[config.mk]
export PLATFORM = sky130hd
export DESIGN_NAME = i2c_msg_seq
export DESIGN_NICKNAME = d
export VERILOG_FILES = /design/src/rtl/i2c_msg_seq_pkg.sv /design/src/rtl/i2c_seq_adrfmt.sv /design/src/rtl/i2c_seq_wdog.sv /design/src/rtl/i2c_msg_seq.sv
export SDC_FILE = /design/constraint.sdc
export NUM_CORES = 1
export LEC_CHECK = 0
export ABC_AREA = 1
export BUFFER_PORTS_ARGS = -buffer_cell sky130_fd_sc_hd__buf_2
export CAP_MARGIN = 15
export CORE_ASPECT_RATIO = 1.5
export CORE_UTILIZATION = 50
export CTS_CLUSTER_DIAMETER = 40
export DETAILED_ROUTE_END_ITERATION = 16
export PLACE_DENSITY = 0.88
export SLEW_MARGIN = 10
export SYNTH_ARGS = -nofsm -noshare
export SYNTH_HDL_FRONTEND = slang
export SYNTH_SLANG_ARGS = --single-unit
[constraint.sdc]
create_clock -name clk -period 2.2 [get_ports clk]
set_clock_uncertainty 0.05 [all_clocks]
set_input_delay 0.11 -clock clk [delete_from_list [all_inputs] [get_ports clk]]
set_output_delay 0.11 -clock clk [all_outputs]
set_load 0.1 [all_outputs]
[src/rtl/i2c_msg_seq_pkg.sv]
package i2c_msg_seq_pkg;

  typedef enum logic [2:0] {
    S_IDLE, S_KICK, S_WSTART, S_WADR1, S_WADR2, S_WACK, S_RDATA, S_ABORT
  } seq_st_e;

  typedef enum logic [2:0] {
    E_OK = 3'd0, E_NODEV = 3'd1, E_BUS = 3'd2, E_ABORT = 3'd3, E_LOCK = 3'd4
  } err_e;

  // control register bit positions decoded by the core
  localparam int CB_ACK   = 2;
  localparam int CB_STOP  = 4;
  localparam int CB_START = 5;
  localparam int CB_EN    = 6;
  localparam int CB_IEN   = 7;
  localparam logic [7:0] CTL_INIT = 8'hC4;

  // core status codes
  localparam logic [7:0] SC_START    = 8'h08;
  localparam logic [7:0] SC_RSTART   = 8'h10;
  localparam logic [7:0] SC_WA_ACK   = 8'h18;
  localparam logic [7:0] SC_WA_NAK   = 8'h20;
  localparam logic [7:0] SC_WD_ACK   = 8'h28;
  localparam logic [7:0] SC_WD_NAK   = 8'h30;
  localparam logic [7:0] SC_RA_ACK   = 8'h40;
  localparam logic [7:0] SC_RA_NAK   = 8'h48;
  localparam logic [7:0] SC_RD_ACK   = 8'h50;
  localparam logic [7:0] SC_RD_NAK   = 8'h58;
  localparam logic [7:0] SC_WA2_ACK  = 8'hD0;
  localparam logic [7:0] SC_RA2_ACK  = 8'hE0;

endpackage

[src/rtl/i2c_seq_adrfmt.sv]
module i2c_seq_adrfmt (
  input  logic [9:0] addr,
  input  logic       rd,
  input  logic       ten,
  output logic [7:0] first,
  output logic [7:0] second
);
  // 10-bit header: fixed 11110 prefix, high address bits, direction
  always_comb begin
    if (ten) first = {5'b11110, addr[9:8], rd};
    else     first = {addr[6:0], rd};
    second = addr[7:0];
  end
endmodule

[src/rtl/i2c_seq_wdog.sv]
module i2c_seq_wdog #(
  parameter int LIMIT = 4096
) (
  input  logic clk,
  input  logic rst_n,
  input  logic run,
  input  logic clr,
  output logic expired
);
  localparam int CW = $clog2(LIMIT + 1);
  logic [CW-1:0] cnt;

  assign expired = (cnt == CW'(LIMIT));

  always_ff @(posedge clk or negedge rst_n) begin
    if (!rst_n)                cnt <= '0;
    else if (clr || !run)      cnt <= '0;
    else if (!expired)         cnt <= cnt + 1'b1;
  end
endmodule

[src/rtl/i2c_msg_seq.sv]
module i2c_msg_seq
  import i2c_msg_seq_pkg::*;
#(
  parameter int LEN_W   = 8,
  parameter int TMO_CYC = 4096
) (
  input  logic             clk,
  input  logic             rst_n,
  input  logic             req_valid,
  output logic             req_ready,
  input  logic [9:0]       req_addr,
  input  logic             req_rd,
  input  logic             req_ten,
  input  logic             req_skip_start,
  input  logic [LEN_W-1:0] req_len,
  input  logic             wr_valid,
  output logic             wr_ready,
  input  logic [7:0]       wr_data,
  output logic             rd_valid,
  input  logic             rd_ready,
  output logic [7:0]       rd_data,
  input  logic             abort_i,
  output logic             done,
  output logic [2:0]       err_code,
  output logic             busy,
  input  logic             core_evt,
  input  logic [7:0]       core_status,
  input  logic [7:0]       core_rdata,
  output logic             core_dwe,
  output logic [7:0]       core_dout,
  output logic             core_cwe,
  output logic [7:0]       core_cout
);

  seq_st_e          st, nst;
  logic [9:0]       addr_q;
  logic             rd_q, ten_q, skip_q;
  logic [LEN_W-1:0] left_q;
  logic [7:0]       cntl_q, cntl_n, cout_n, dout_n, adr1, adr2;
  logic             go, dwe_n, set_stop, set_start, fin, dec, clr_ack, rtake;
  logic             tmo, accept, is_w, is_a2, is_rfirst, live;
  err_e             ec_n;

  i2c_seq_adrfmt u_fmt (
    .addr(addr_q), .rd(rd_q), .ten(ten_q), .first(adr1), .second(adr2)
  );

  i2c_seq_wdog #(.LIMIT(TMO_CYC)) u_wdog (
    .clk(clk), .rst_n(rst_n), .run(st != S_IDLE),
    .clr(go || (nst != st) || accept), .expired(tmo)
  );

  assign req_ready = (st == S_IDLE) && !core_evt;
  assign accept    = req_valid && req_ready;
  assign busy      = (st != S_IDLE);
  assign live      = (st != S_IDLE) && (st != S_ABORT);

  always_comb begin
    go = 1'b0; nst = st; dwe_n = 1'b0; dout_n = 8'h00; set_stop = 1'b0;
    set_start = 1'b0; fin = 1'b0; ec_n = E_OK; dec = 1'b0; clr_ack = 1'b0;
    rtake = 1'b0; wr_ready = 1'b0;
    is_a2 = ten_q && (core_status == SC_WA_ACK || core_status == SC_RA_ACK);
    is_w  = (core_status == SC_WD_ACK) || (core_status == SC_WA2_ACK) ||
            (core_status == SC_WA_ACK && !ten_q);
    is_rfirst = (core_status == SC_RA2_ACK) || (core_status == SC_RA_ACK && !ten_q);
    case (st)
      S_IDLE: if (core_evt) set_stop = 1'b1;  // leftover event: release bus
      S_KICK: begin
        if (!skip_q) begin
          go = 1'b1; set_start = 1'b1; nst = S_WSTART;
        end else if (rd_q) begin
          go = 1'b1; nst = S_RDATA;
        end else if (left_q == '0) begin
          set_stop = 1'b1; fin = 1'b1;
        end else begin
          wr_ready = 1'b1;
          if (wr_valid) begin
            go = 1'b1; dwe_n = 1'b1; dout_n = wr_data; dec = 1'b1; nst = S_WACK;
          end
        end
      end
      S_ABORT: begin
        if (core_evt) begin
          set_stop = 1'b1; fin = 1'b1; ec_n = E_ABORT;
        end else if (tmo) begin
          fin = 1'b1; ec_n = E_LOCK; nst = S_IDLE;
        end
      end
      default: if (core_evt) begin
        if (core_status == SC_START || core_status == SC_RSTART) begin
          go = 1'b1; dwe_n = 1'b1; dout_n = adr1; nst = S_WADR1;
        end else if (is_a2) begin
          go = 1'b1; dwe_n = 1'b1; dout_n = adr2; nst = S_WADR2;
        end else if (is_w) begin
          if (left_q == '0) begin
            set_stop = 1'b1; fin = 1'b1;
          end else begin
            wr_ready = 1'b1;
            if (wr_valid) begin
              go = 1'b1; dwe_n = 1'b1; dout_n = wr_data; dec = 1'b1; nst = S_WACK;
            end
          end
        end else if (is_rfirst && left_q == '0) begin
          set_stop = 1'b1; fin = 1'b1;
        end else if (is_rfirst) begin
          go = 1'b1; nst = S_RDATA; clr_ack = (left_q == LEN_W'(1));
        end else if (core_status == SC_RD_ACK) begin
          if (!rd_valid) begin
            go = 1'b1; rtake = 1'b1; dec = 1'b1; nst = S_RDATA;
            clr_ack = (left_q == LEN_W'(2));
          end
        end else if (core_status == SC_RD_NAK) begin
          if (!rd_valid) begin
            rtake = 1'b1; set_stop = 1'b1; fin = 1'b1;
          end
        end else if (core_status == SC_WA_NAK || core_status == SC_WD_NAK ||
                     core_status == SC_RA_NAK) begin
          set_stop = 1'b1; fin = 1'b1; ec_n = E_NODEV;
        end else begin
          set_stop = 1'b1; fin = 1'b1; ec_n = E_BUS;
        end
      end
    endcase
    if (set_stop) begin
      go = 1'b1; nst = S_IDLE;
    end
    if (live && !go && (abort_i || tmo)) nst = S_ABORT;
    cntl_n = cntl_q;
    if (clr_ack)  cntl_n[CB_ACK] = 1'b0;
    if (set_stop) cntl_n[CB_IEN] = 1'b0;
    cout_n = cntl_n;
    cout_n[CB_STOP]  = set_stop;
    cout_n[CB_START] = set_start;
  end

  always_ff @(posedge clk or negedge rst_n) begin
    if (!rst_n) begin
      st <= S_IDLE; addr_q <= '0; rd_q <= 1'b0; ten_q <= 1'b0; skip_q <= 1'b0;
      left_q <= '0; cntl_q <= '0; core_cwe <= 1'b0; core_dwe <= 1'b0;
      core_cout <= '0; core_dout <= '0; done <= 1'b0; err_code <= '0;
      rd_valid <= 1'b0; rd_data <= '0;
    end else begin
      st       <= nst;
      core_cwe <= go;
      core_dwe <= go && dwe_n;
      if (go) begin
        core_cout <= cout_n; core_dout <= dout_n; cntl_q <= cntl_n;
      end
      done <= fin;
      if (fin) err_code <= ec_n;
      if (dec) left_q <= left_q - 1'b1;
      if (rtake) begin
        rd_valid <= 1'b1; rd_data <= core_rdata;
      end else if (rd_ready) begin
        rd_valid <= 1'b0;
      end
      if (accept) begin
        addr_q <= req_addr; rd_q <= req_rd; ten_q <= req_ten;
        skip_q <= req_skip_start; left_q <= req_len; cntl_q <= CTL_INIT;
        st <= S_KICK;
      end
    end
  end

  // a normal request opens with a start write carrying the run bits
  p_kick_start_r3: assert property (@(posedge clk) disable iff (!rst_n)
    (req_valid && req_ready && !req_skip_start) |-> ##2
      (core_cwe && core_cout[CB_START] && core_cout[CB_ACK] &&
       core_cout[CB_EN] && core_cout[CB_IEN] && !core_dwe));

  // stop writes drop interrupt-enable and never combine with start
  p_stop_shape_r8: assert property (@(posedge clk) disable iff (!rst_n)
    (core_cwe && core_cout[CB_STOP]) |-> (!core_cout[CB_IEN] && !core_cout[CB_START]));

  // every completion other than bus-locked coincides with a stop write
  p_done_stop_r6: assert property (@(posedge clk) disable iff (!rst_n)
    (done && err_code != 3'(E_LOCK)) |-> (core_cwe && core_cout[CB_STOP]));

  // no data write to the core while the write stream is empty
  p_wr_stall_r9: assert property (@(posedge clk) disable iff (!rst_n)
    (wr_ready && !wr_valid) |=> !core_dwe);

  // a held received byte stays put
  p_rd_hold_r10: assert property (@(posedge clk) disable iff (!rst_n)
    (rd_valid && !rd_ready) |=> (rd_valid && $stable(rd_data)));

  // a locked bus is reported without touching the core
  p_lock_quiet_r11: assert property (@(posedge clk) disable iff (!rst_n)
    (done && err_code == 3'(E_LOCK)) |-> !core_cwe);

endmodule

==> results of run 1 <==
-- kinds of logic (layout without fill, tap and decap cells) --
| logic type | Yosys count | count (layout) |
|---|---|---|
| and+or+nand+nor | 278 | 279 |
| muxes | 8 | 8 |
| other | 1 | 3 |
| AOI/OAI and AO/OA | 73 | 73 |
| adders and majority gates | 5 | 5 |
| DFF | 68 | 68 |
| xor gates and xnor gates | 8 | 8 |
| buffers and inverters | 76 | 237 |
-- layout by cell type, fill, tap and decap left out, types with 2 or more instances in the layout --
| master | Yosys | routed |
|---|---|---|
| a22oi_1 | 3 | 3 |
| a31oi_1 | 6 | 6 |
| o211ai_1 | 7 | 7 |
| nor2_1 | 47 | 39 |
| clkbuf_16 | 0 | 9 |
| buf_2 | 3 | 82 |
| dlygate4sd3_1 | 0 | 30 |
| a21oi_2 | 2 | 5 |
| nor2_2 | 22 | 18 |
| or2_2 | 3 | 3 |
| a32oi_1 | 2 | 2 |
| o31ai_1 | 4 | 4 |
| a21oi_1 | 14 | 11 |
| o21ai_0 | 25 | 24 |
| inv_2 | 12 | 16 |
| ha_4 | 0 | 2 |
| nand2_2 | 13 | 17 |
| buf_6 | 1 | 2 |
| o21ai_1 | 3 | 4 |
| nand2_4 | 3 | 6 |
| conb_1 | 1 | 3 |
| mux2_2 | 8 | 8 |
| nor2_4 | 4 | 16 |
| nor4_1 | 3 | 3 |
| bufinv_16 | 0 | 4 |
| nand2_1 | 135 | 129 |
| nand3_2 | 1 | 6 |
| buf_4 | 3 | 43 |
| dfrtp_1 | 68 | 63 |
| dfrtp_2 | 0 | 5 |
| nand4_1 | 8 | 8 |
| nor3_1 | 7 | 7 |
| ha_1 | 5 | 3 |
| inv_1 | 51 | 45 |
| nand3_1 | 29 | 24 |
| xor2_1 | 5 | 5 |
| clkinvlp_4 | 0 | 2 |
| xnor2_1 | 3 | 3 |
-- worst max-delay path, stage by stage, from the launching register on --
cell	delay, ns
dfrtp_1	0.40
inv_2	0.09
ha_4	0.15
nand2_4	0.07
nor2_4	0.18
inv_4	0.07
nand2_4	0.08
nand2_1	0.05
nand2_1	0.07
nand2_2	0.06
nor2_4	0.15
nand3_4	0.14
nand3_2	0.12
nand2_2	0.07
nor2_4	0.17
nand2_4	0.13
nor2_2	0.12
-- area by class of cell --
class | instances | area (um2)
Multi-Input combinational cell | 376 | 2180
Timing Repair Buffer | 158 | 1080
Inverter | 64 | 250
Clock buffer | 10 | 229
Fill cell | 529 | 1970
Sequential cell | 68 | 1710
Clock inverter | 5 | 125
Tap cell | 102 | 128
-- routing by layer --
| metal | global-route usage, % | vias to the layer above | wire length [um] | part of all wire (%) |
|---|---|---|---|---|
| li1 | - | 1996 | - | - |
| met1 | 30.6 | 2019 | 4240 | 34 |
| met2 | 57.1 | 185 | 6980 | 56 |
| met3 | 7.42 | 54 | 643 | 5.2 |
| met4 | 17.1 | 0 | 614 | 4.9 |
| met5 | 0 | - | 0 | 0 |
-- state kept, by name, summed over array words and instances (netlist names) --
name        cells
u_wdog.cnt     13
addr_q         10
core_dout       8
left_q          8
rd_data         8
core_cout       5
cntl_q          3
err_code        3
st              3
core_cwe        1
core_dwe        1
done            1
rd_q            1
rd_valid        1
skip_q          1
ten_q           1
-- power groups by stage --
stage | Combinational (uW) | Clock [uW] | Sequential (uW)
final | 3760 | 1720 | 1900
after global routing | 4030 | 1780 | 1940
after CTS | 3400 | 1730 | 1860
after detailed placement | 3150 | 0 | 1860
after global placement | 3070 | 0 | 1850
after floorplan | 1530 | 0 | 2610
-- through the flow --
step / util [%] / hold slack (ns) / power [uW]
5_1_grt: 74.3 / 0.0201 / 7750
2_1_floorplan: - / -0.236 / 4130
3_3_place_gp: 62.0 / 0.102 / 4920
4_1_cts: 71.5 / 0.0107 / 6990
3_5_place_dp: 62.0 / 0.116 / 5010
6_report: 74.3 / 0.00828 / 7390
-- path summary, 6_finish.rpt --
path | to | slack (ns) | cells past startpoint
worst max-delay path | u_wdog.cnt[1]$_DFFE_PN0P_ | -0.03 | 16
worst min-delay path | left_q[3]$_DFFE_PN0P_ | 0.008 | 3
worst max register to register | u_wdog.cnt[1]$_DFFE_PN0P_ | -0.03 | 16
worst min register to register | cntl_q[2]$_DFFE_PN0P_ | 0.41 | 2
max in group asynchronous | st[2]$_DFF_PN0_ | 1.13 | 3
min in group asynchronous | u_wdog.cnt[9]$_DFFE_PN0P_ | 0.30 | 2
-- what timing repair did --
action	CTS	global route
setup buffers	1	11
cloned	1	1
hold buffers	30	0
hold endpoints to repair	54	0
resized for setup	17	38
endpoints found under the setup margin	19	34
pin swaps	6	18
==> metrics.yaml, run 1 <==
core_area_um2: 7660
worst_pin_slew_ns: 0.651
via_per_inst: 5.43
first_pass_iters: 5
violations: "setup timing"
ys_seq_area_share_pct: 42.6
die_w_um: 75.0
antenna_cells: 0
fmax_ghz: 0.448
fin_cells: 783
synth.avg_cell_area_um2: 7.73
yosys.area_share.xor_xnor_pct: 1.75
dpl_worst_slack_ns: -0.0983
drt_wl_total_um: 12500
place.gp.congestion: 0.985
synth_area_leader_cell: "dfrtp_1"
finalInstanceArea_um2: 5690
power_leakage_uw: 0.00286
status: "complete, but fails checks"
clock-sinks: 68
cap_violations: 0
drive_above_1_share_pct: 37.0
netlist_area_um2: 4000
track_usage_pct: 31.2
placedInstanceArea_um2: 4750
rows: 39
hold_class: "input pin to flip-flop"
crit_start: "left_q[0]$_DFFE_PN0P_"
r2r-start: "left_q[0]$_DFFE_PN0P_"
drt_iter0_drc: 267
ys_ff_latch: 68
synthSimpleGateAreaFrac_pct: 32.7
grt.overflow.total: 0
yosysWarnings: 0
setup_slack_ns: -0.0338
worstHoldStart: "req_len[3]"
pwr-share-clk_pct: 23.3
pin_count: 86
vias: 4254
postSynth.asyncResetShare_pct: 100
dieArea_um2: 8360
synth_top_area_share_pct: 42.6
combPwrFrac_pct: 50.9
post-route-drc-count: 0
critPathMaxFanout: 8
grt_pass1_vias: 4439
clk_path_buf_depth: 2
critPathKind: "flip-flop to flip-flop"
synthToLayoutAreaGrowth_pct: 42.5
final.setup.tns_ns: -0.0962
post-dp-hpwl_um: 8280
cp-end-kind: "flip-flop"
start_util_pct: 52.2
root_buffer: "clkbuf_16"
yosysMostFrequentCell: "nand2_1"
grt_start_max_net_pins: 44
vdd_drop_max_mv: 0.968
synthTopCellsByArea: "dfrtp_1 43%, nand2_1 13%, inv_1 4.8%"
routedWlPerCell_um: 15.9
cts.clk_slew.worst_paths_ns: 0.05
switchingPower_uw: 3410
die_h_um: 111
grt_pass1_wl_um: 19900
critPathRequiredTime_ns: 2.41
slew_headroom_pct: 56.6
maxSlewViolCount: 0
dp.cells: 724
htree_levels: 3
synthMuxAreaShare_pct: 2.25
setup_viol: 7
worst_setup_path_start_kind: "flip-flop"
synth_common_cells: "135 x nand2_1, 68 x dfrtp_1, 51 x inv_1"
layout.nets: 734
place.port_buffers: 82
cts_made_buffers: 9
synth-edff-count: 0
syn_inst: 517
p_int_uw: 3980
ys.flop_type: "dfrtp_1"
synth_top_family_by_area: "simple AND/OR/NAND/NOR gates"
synth_compound_area_share_pct: 11.4
min_period_over_period_pct: 102
arrival_ns: 2.44
rsz0062_at_grt: "yes"
cts_tree: "built"
p_seq_share_pct: 25.7
antenna_found_initial: 0
synth-adder-area-share_pct: 1.57
hold_violations: 0
swShare_pct: 46.1
insertion_delay_ns: 0.33
min_period_ns: 2.23
final_antenna_net_count: 0
power.density_nw_per_um2: 1300
synthDistinctLibCells: 44
Note: power is estimated with default switching activity, not from simulation.
==> inputs of run 2 (changes only) <==
Settings changed: CAP_MARGIN 15 to 20, CTS_BUF_LIST set to sky130_fd_sc_hd__clkbuf_8 sky130_fd_sc_hd__clkbuf_16, PLACE_DENSITY 0.88 to unset, PLACE_DENSITY_LB_ADDON set to 0.12.
==> metrics.yaml, run 2 (synthesis gave the netlist of run 1 again) <==
setup_slack_ns: -0.0533  # -0.0196 ns
cp-end-kind: "flip-flop"
via_per_inst: 5.10  # -6.1%
antenna_found_initial: 0  # unchanged
min_period_over_period_pct: 102  # +0.89 points
core_area_um2: 7660  # unchanged
crit_chain: "inv_2 > ha_4 > nand2_4 > nor2_4 > inv_4 > nand2_4 > nand2_2 > nand2_2 > nand2_2 > nor2_4 > nand3_4 > nand3_2 > nand2_2 > nor2_4 > nand2_4 > nor2_2"
dp.cells: 734  # +1.4%
cts_tree: "built"
rows: 39  # unchanged
die_w_um: 75.0  # unchanged
violations: "setup timing"
drive_above_1_share_pct: 37.0  # about the same
min_period_ns: 2.25  # +0.0196 ns
vdd_drop_max_mv: 0.791  # -18%
critPathKind: "flip-flop to flip-flop"
wl_met3_um: 417  # -35%
dieArea_um2: 8360  # unchanged
drt_wl_total_um: 11300  # -9.8%
cap_violations: 0  # unchanged
grt_pass1_vias: 4077  # -8.2%
power.density_nw_per_um2: 1250  # -3.5%
worst_setup_path_start_kind: "flip-flop"
final_common_cell: "nand2_1"
clock-sinks: 68  # unchanged
power_leakage_uw: 0.00286  # about the same
crit_buf_inv: 2  # unchanged
critPathMaxFanout: 7  # -1
start_util_pct: 52.2  # unchanged
wl_met1_um: 4230  # -0.42%
final_antenna_net_count: 0  # unchanged
htree_levels: 3  # unchanged
final.setup.tns_ns: -0.215  # -0.118 ns
grt.overflow.total: 0  # unchanged
top_register: "u_wdog.cnt"
drt_iter0_drc: 252  # -5.6%
maxSlewViolCount: 0  # unchanged
final_cell_mix: "126 x nand2_1, 81 x buf_2, 68 x dfrtp_1"
cts_made_buffers: 9  # unchanged
fmax_ghz: 0.444  # -0.87%
post-route-drc-count: 0  # unchanged
antenna_cells: 0  # unchanged
hold_violations: 0  # unchanged
track_usage_pct: 28.0  # -3.2 points
grt_start_max_net_pins: 35  # -20%
clk_path_buf_depth: 2  # unchanged
slowest_delay_ns: 0.39  # about the same
die_h_um: 111  # unchanged
arrival_ns: 2.47  # +0.03 ns
highest_layer: "met4"
place.port_buffers: 82  # unchanged
nFillCells: 594  # +12%
critPathRequiredTime_ns: 2.41  # about the same
vias: 4035  # -5.1%
route.met2.wl_um: 6280  # -10%
crit_path_frequent_cell: "nand2_2"
insertion_delay_ns: 0.34  # about the same
path_delay_family: "simple AND/OR/NAND/NOR gates"
rsz0062_at_grt: "yes"
hold_class: "input pin to flip-flop"
setup_viol: 7  # unchanged
layout.nets: 742  # +1.1%
grt_pass1_wl_um: 17800  # -10%
pin_count: 86  # unchanged
routedWlPerCell_um: 14.2  # -11%
fin_cells: 791  # +1.0%
post-dp-hpwl_um: 7840  # -5.3%
largestRegisters: "u_wdog.cnt (13), addr_q (10)"
first_pass_iters: 4  # -1
critPathSlowestCell: "dfrtp_1"
cts.clk_slew.worst_paths_ns: 0.06  # about the same
place.gp.congestion: 0.954  # -3.1%
synthToLayoutAreaGrowth_pct: 42.2
root_buffer: "clkbuf_16"
largest_reg_flops: 13  # unchanged
status: "complete, but fails checks"
-- run 2: final cells by class --
type,instances,area (um2),area share (%)
sequential,68,1700,29.9
inverter,64,254,4.47
timing repair buffer,165,1120,19.7
clock inverter,3,45.0,0.793
tap,102,128,2.25
multi-input combinational,376,2170,38.1
clock buffer,12,267,4.69
timing repair inverter,1,5.00,0.0881
-- run 2: tightest hold or removal path: stages --
cell      delay (ns)
buf_2           0.10
nand2_1         0.05
o211ai_1        0.09
-- run 2: path summary, 6_finish.rpt --
path / start / end / slack, ns / cells past startpoint
max: left_q[0]$_DFFE_PN0P_ / u_wdog.cnt[2]$_DFFE_PN0P_ / -0.05 / 16
min in group asynchronous: rst_n / u_wdog.cnt[8]$_DFFE_PN0P_ / 0.30 / 3
max in group asynchronous: rst_n / addr_q[4]$_DFFE_PN0P_ / 1.46 / 3
max reg2reg: left_q[0]$_DFFE_PN0P_ / u_wdog.cnt[2]$_DFFE_PN0P_ / -0.05 / 16
min: wr_data[6] / core_dout[6]$_DFFE_PN0P_ / 0.01 / 3
min reg2reg: cntl_q[6]$_DFFE_PN0P_ / cntl_q[6]$_DFFE_PN0P_ / 0.40 / 2
-- run 2: metrics by stage --
| step | cell area, um2 | hold slack, ns | setup WS (ns) | power (uW) | utilization (%) |
|---|---|---|---|---|---|
| final | 5680 | 0.0137 | -0.0533 | 7120 | 74.2 |
| after global routing | 5680 | 0.0419 | -0.197 | 7510 | 74.2 |
| after CTS | 5510 | 0.00182 | 0.00789 | 6800 | 71.9 |
| after detailed placement | 4810 | 0.120 | -0.0686 | 5070 | 62.8 |
| after floorplan | 4020 | -0.236 | -0.291 | 4130 | - |
| after global placement | 4810 | 0.126 | -0.0138 | 5020 | 62.8 |
-- run 2: timing repair --
item / in CTS / in global routing
hold buffers: 31 / 0
pin swaps: 5 / 18
resized for setup: 13 / 32
cloned: 1 / 1
hold endpoints to repair: 98 / 0
setup buffers: 3 / 6
endpoints found under the setup margin: 17 / 32
-- run 2: per-layer routing --
| metal | vias up | GRT usage, % |
|---|---|---|
| met1 | 1879 | 29.4 |
| met2 | 107 | 51.1 |
| li1 | 2017 | - |
| met4 | 0 | 14.2 |
| met3 | 32 | 4.89 |
| met5 | - | 0 |
-- run 2: power by group --
group	switching, uW	total, uW	internal [uW]
Combinational	2560	3780	1220
Sequential	251	1850	1600
Clock	525	1490	963
